===== src/rtl/rdy_strobe_pkg.sv =====
package rdy_strobe_pkg;
  localparam int unsigned BYTE_BITS_DEF = 10;
  localparam int unsigned LOW_BITS_DEF  = 6;

  typedef struct packed {
    logic valid;
    logic comma;
  } char_slot_t;
endpackage


===== src/rtl/rdy_lookahead.sv =====
module rdy_lookahead
  import rdy_strobe_pkg::*;
(
  input  logic       clk_i,
  input  logic       rst_ni,
  input  logic       char_vld_i,
  input  logic       is_comma_i,
  output char_slot_t held_o
);
  char_slot_t slot_q;

  always_ff @(posedge clk_i or negedge rst_ni) begin
    if (!rst_ni) begin
      slot_q <= '0;
    end else if (char_vld_i) begin
      slot_q.valid <= 1'b1;
      slot_q.comma <= is_comma_i;
    end
  end

  assign held_o = slot_q;
endmodule


===== src/rtl/rdy_decide.sv =====
module rdy_decide
  import rdy_strobe_pkg::*;
(
  input  logic       char_vld_i,
  input  logic       is_comma_i,
  input  logic       mode_enc_i,
  input  logic       frm_search_i,
  input  char_slot_t held_i,
  output logic       fire_o
);
  logic announce;

  always_comb begin
    if (mode_enc_i) begin
      // suppress a comma only if the next one is a comma too
      announce = !(held_i.comma && is_comma_i);
    end else begin
      announce = held_i.comma;
    end
    fire_o = char_vld_i && held_i.valid && !frm_search_i && announce;
  end
endmodule


===== src/rtl/rdy_shaper.sv =====
module rdy_shaper #(
  parameter int unsigned BYTE_BITS = 10,
  parameter int unsigned LOW_BITS  = 6
) (
  input  logic clk_i,
  input  logic rst_ni,
  input  logic start_i,
  input  logic abort_i,
  output logic strobe_o
);
  localparam int unsigned CNT_W = $clog2(BYTE_BITS);
  localparam logic [CNT_W-1:0] LAST_PH = CNT_W'(BYTE_BITS - 1);
  localparam logic [CNT_W-1:0] LOW_PH  = CNT_W'(LOW_BITS);

  logic             run_q, run_d;
  logic [CNT_W-1:0] ph_q, ph_d;
  logic             strb_q, strb_d;

  always_comb begin
    run_d = run_q;
    ph_d  = ph_q;
    if (run_q) begin
      if (ph_q == LAST_PH) run_d = 1'b0;
      else                 ph_d  = ph_q + 1'b1;
    end
    if (start_i) begin
      run_d = 1'b1;
      ph_d  = '0;
    end
    if (abort_i) run_d = 1'b0;
    strb_d = !(run_d && (ph_d < LOW_PH));
  end

  always_ff @(posedge clk_i or negedge rst_ni) begin
    if (!rst_ni) begin
      run_q  <= 1'b0;
      ph_q   <= '0;
      strb_q <= 1'b1;
    end else begin
      run_q  <= run_d;
      ph_q   <= ph_d;
      strb_q <= strb_d;
    end
  end

  assign strobe_o = strb_q;
endmodule


===== src/rtl/rdy_strobe_gen.sv =====
module rdy_strobe_gen
  import rdy_strobe_pkg::*;
#(
  parameter int unsigned BYTE_BITS = BYTE_BITS_DEF,
  parameter int unsigned LOW_BITS  = LOW_BITS_DEF
) (
  input  logic clk_i,
  input  logic rst_ni,
  input  logic char_vld_i,
  input  logic is_comma_i,
  input  logic mode_enc_i,
  input  logic frm_search_i,
  output logic strobe_o
);
  char_slot_t held;
  logic       fire;

  rdy_lookahead i_look (
    .clk_i      (clk_i),
    .rst_ni     (rst_ni),
    .char_vld_i (char_vld_i),
    .is_comma_i (is_comma_i),
    .held_o     (held)
  );

  rdy_decide i_dec (
    .char_vld_i   (char_vld_i),
    .is_comma_i   (is_comma_i),
    .mode_enc_i   (mode_enc_i),
    .frm_search_i (frm_search_i),
    .held_i       (held),
    .fire_o       (fire)
  );

  rdy_shaper #(
    .BYTE_BITS (BYTE_BITS),
    .LOW_BITS  (LOW_BITS)
  ) i_shp (
    .clk_i    (clk_i),
    .rst_ni   (rst_ni),
    .start_i  (fire),
    .abort_i  (frm_search_i),
    .strobe_o (strobe_o)
  );
endmodule


===== config.mk =====
export PLATFORM = sky130hd
export DESIGN_NAME = rdy_strobe_gen
export DESIGN_NICKNAME = d
export VERILOG_FILES = /design/src/rtl/rdy_strobe_pkg.sv /design/src/rtl/rdy_lookahead.sv /design/src/rtl/rdy_decide.sv /design/src/rtl/rdy_shaper.sv /design/src/rtl/rdy_strobe_gen.sv
export SDC_FILE = /design/constraint.sdc
export NUM_CORES = 1
export LEC_CHECK = 0
export BUFFER_PORTS_ARGS = -buffer_cell sky130_fd_sc_hd__buf_2
export CORE_AREA = 2 2 39 41
export DETAILED_ROUTE_END_ITERATION = 7
export DIE_AREA = 0 0 41 43
export SETUP_SLACK_MARGIN = 0.5
export SLEW_MARGIN = 15
export SYNTH_ARGS = -nofsm -noshare
export SYNTH_HDL_FRONTEND = slang
export SYNTH_SLANG_ARGS = --single-unit

===== constraint.sdc =====
create_clock -name clk_i -period 1.73 [get_ports clk_i]
set_input_delay 0.0865 -clock clk_i [delete_from_list [all_inputs] [get_ports clk_i]]
set_output_delay 0.0865 -clock clk_i [all_outputs]
set_load 0.01 [all_outputs]

==> impl_results.md <==
* R2R cell count at 5
* Max-slew headroom at 0.735
* VDD IR-drop max at around 0.0006 V
* Status: finished, final reports clean
* DRT iter0 DRCs at 1
* CTS sink cnt at 8
* Routed Antenna Nets at 0
* Row Count at 14
* Global Route Usage Sum at 0.123
* Clock Power Share at 0.261
* Period utilisation layout at 0.732
* Worst hold path depth at 2
* Clock slew at reported path FFs at ~60 ps
* Max-Cap Viols at 0
* R2R Path Start: i_shp.ph_q[0]$_DFFE_PN0P_
* Yosys warns at 0
* Clk root buf: clkbuf_4
* Die H at approximately 43 um
* Setup slack after placement at 407 ps
* Largest net degree at the start of global routing at 9
* Switching Power at 0.199 mW
* Arrival time at the worst endpoint at between 1000 and 1500 ps
* Reg2reg end: i_shp.strobe_o$_DFF_PN1_
* Antenna violations before repair at 0
* Cell variety after synth at 20
* H-tree depth at 1
* Register area share after synthesis at 0.482
* Req. time, crit path at roughly 1900 ps
* Kind of critical path: reg -> reg
* Fmax achieved at 789 MHz
* Gp weighted congestion at between 0.6 and 0.7
* Synth Instances at 39
* Power share of the combinational group at 0.310
* Sequential Power Share at 0.428
* Detailed-router iteration count before antenna repair at 4
* Crit path launch type: register
* Area grow syn2layout at 29.9%
* First-pass GRT wire length at around 1.3 mm
* # IOs at 7
* ANT cells at 0
* Final hold vios at 0
* Core Util, Final at 0.392
* Leakage dissipation at 0.235 nW
* Switching share of power at 0.324
* Share of layout cells above drive strength 1 at 0.442
* Critical path endpoint category: register
* Longest Clk Path Bufs at 2
* P per Cell Area at ~1100 nW/um^2
* RSZ-0062 raised after global routing: yes
* Drc violations at 0
* Slew Viols, Final at 0
* Number of CTS-inserted buffers at 3
* Worst Max-Slew Pin Slew at just under 400 ps
* Final hold slack at roughly 39 ps
* Grt ovf at 0
* Worst skew pair latency at ~260 ps
* Setup TNS at 0 ps
* Buffers on Ports at 6
* Worst hold path type: in -> reg
* Hold Path End: i_shp.run_q$_DFF_PN0_
* Routed WL per cell at around 11 um
* Hold path start: frm_search_i
* DPL Wire Length at 541 um
* Setup violators final at 0
* Starting density of the core at 0.302
* Final WL at a little under 800 um
* Die Span X at roughly 40 um
* Cell Int Power at between 0.4 and 0.5 mW
* TritonCTS clock tree: yes
* Total nets after synthesis at 47
* Vias in the first global route at roughly 320
* Final min period at 1270 ps
* Mapped cell area at between 400 and 500 um^2
* Fillers at roughly 150
* Flops & latches, synth at 8
* FF-to-FF setup slack at 460 ps
* Vias at ~320
* Design area at 543 um^2
* Core box area at around 1400 um^2
* Post-DP Area at about 470 um^2
* Worst Slack Setup Final at 463 ps
* Synthesized area per cell at 10.7 um^2
* Worst Skew at between 1 and 1.5 ps
* Drt via density at between 4 and 5
* Crit path max fanout at 3
* Die footprint at between 1500 and 2000 um^2
* Fin nets at 61
[placed cells by master (no fill, tap or decap), drive strengths merged, types with 2 or more instances in the layout]
cell    netlist  routed
ha            2       2
a21oi         3       3
nand2         5       5
clkbuf        0       4
xor2          3       3
nor2          4       4
nand3         2       2
or2           2       2
buf           0       8
dfrtp         7       7
[registers in the layout, indices dropped and copies added, names as in the netlist]
signal,cells
i_shp.ph_q,4
i_shp.strobe_o,1
i_look.held_o,2
i_shp.run_q,1
[layout make-up]
class                   instances  area, um^2  area share
inverters                       1        3.75     0.00691
multi-input cells              30         235       0.433
flip-flops and latches          8         203       0.373
repair buffers                  9        55.1       0.101
clock buffers                   4        26.3      0.0484
well taps                      16        20.0      0.0369
[worst max path at each step]
| stage | slack [ps] | startpoint | to | depth (start not counted) |
|---|---|---|---|---|
| after floorplan | 510 | i_shp.ph_q[0]$_DFFE_PN0P_ | i_shp.ph_q[1]$_DFF_PN0_ | 5 |
| after global placement | 440 | i_shp.ph_q[0]$_DFFE_PN0P_ | i_shp.ph_q[1]$_DFF_PN0_ | 5 |
| after detailed placement | 410 | i_shp.ph_q[0]$_DFFE_PN0P_ | i_shp.strobe_o$_DFF_PN1_ | 5 |
| after CTS | 460 | i_shp.ph_q[1]$_DFF_PN0_ | i_shp.strobe_o$_DFF_PN1_ | 6 |
| after global routing | 390 | i_shp.ph_q[1]$_DFF_PN0_ | i_shp.strobe_o$_DFF_PN1_ | 6 |
| final | 460 | i_shp.ph_q[0]$_DFFE_PN0P_ | i_shp.strobe_o$_DFF_PN1_ | 5 |
[metrics by stage]
| stage | cells | power [mW] |
|---|---|---|
| after global placement | 61 | 0.381 |
| after CTS | 68 | 0.594 |
| final | 68 | 0.615 |
| after detailed placement | 61 | 0.382 |
| after global routing | 68 | 0.666 |
| after floorplan | 39 | 0.346 |
[cells in the mapped netlist]
library cell,count,share of area
nand4_1,1,0.015
mux2i_1,1,0.024
mux2_2,1,0.027
and3_1,1,0.015
nor2_1,4,0.036
nand3_1,2,0.024
o21ai_2,1,0.021
or2_2,2,0.030
o21bai_1,1,0.018
a21oi_1,3,0.036
dfrtp_1,7,0.42
inv_1,1,0.0090
xor2_1,3,0.063
dfstp_2,1,0.063
nand2_1,4,0.036
ha_1,2,0.060
nand2_2,1,0.015
o211a_1,1,0.024
nor4_4,1,0.051
nor2b_1,1,0.015
[per-layer routing]
| layer | global-route usage | vias to the layer above | routed length, um |
|---|---|---|---|
| met5 | 0 | - | 0 |
| met2 | 0.181 | 6 | 396 |
| met3 | 0.0942 | 0 | 48 |
| li1 | - | 161 | - |
| met4 | 0.0600 | 0 | 0 |
| met1 | 0.121 | 151 | 335 |
[critical path, cell delays in order, from the launching register on]
cell and delay (ps):
dfrtp_2 440, ha_4 170, a21oi_2 140, mux2i_1 80, o211a_1 210, o21bai_1 150
[cells by family (layout without fill, tap and decap cells)]
logic type      count (synthesis)  after routing  synth area share
mux                             2              2            0.0509
buf+inv                         1             14           0.00897
simple gates                   17             17             0.237
flops                           8              8             0.482
xor+xnor                        3              3            0.0629
compound gates                  6              6            0.0988
fa+ha+maj                       2              2            0.0599
[timing repair]
action | CTS | global route
hold buffers | 1 | 0
buffers inserted | 2 | 0
setup endpoints to repair | 3 | 4
pin swaps | 2 | 1
gates resized for setup | 3 | 3
endpoints found under the hold margin | 8 | 0
[power groups by stage]
stage / registers, mW / clock network [mW] / logic (mW)
after floorplan: 0.257 / 0 / 0.0895
after global placement: 0.264 / 0 / 0.117
after detailed placement: 0.264 / 0 / 0.118
after CTS: 0.252 / 0.169 / 0.173
after global routing: 0.269 / 0.181 / 0.216
final: 0.263 / 0.161 / 0.191
No activity file was read; power rests on OpenSTA's default activity.
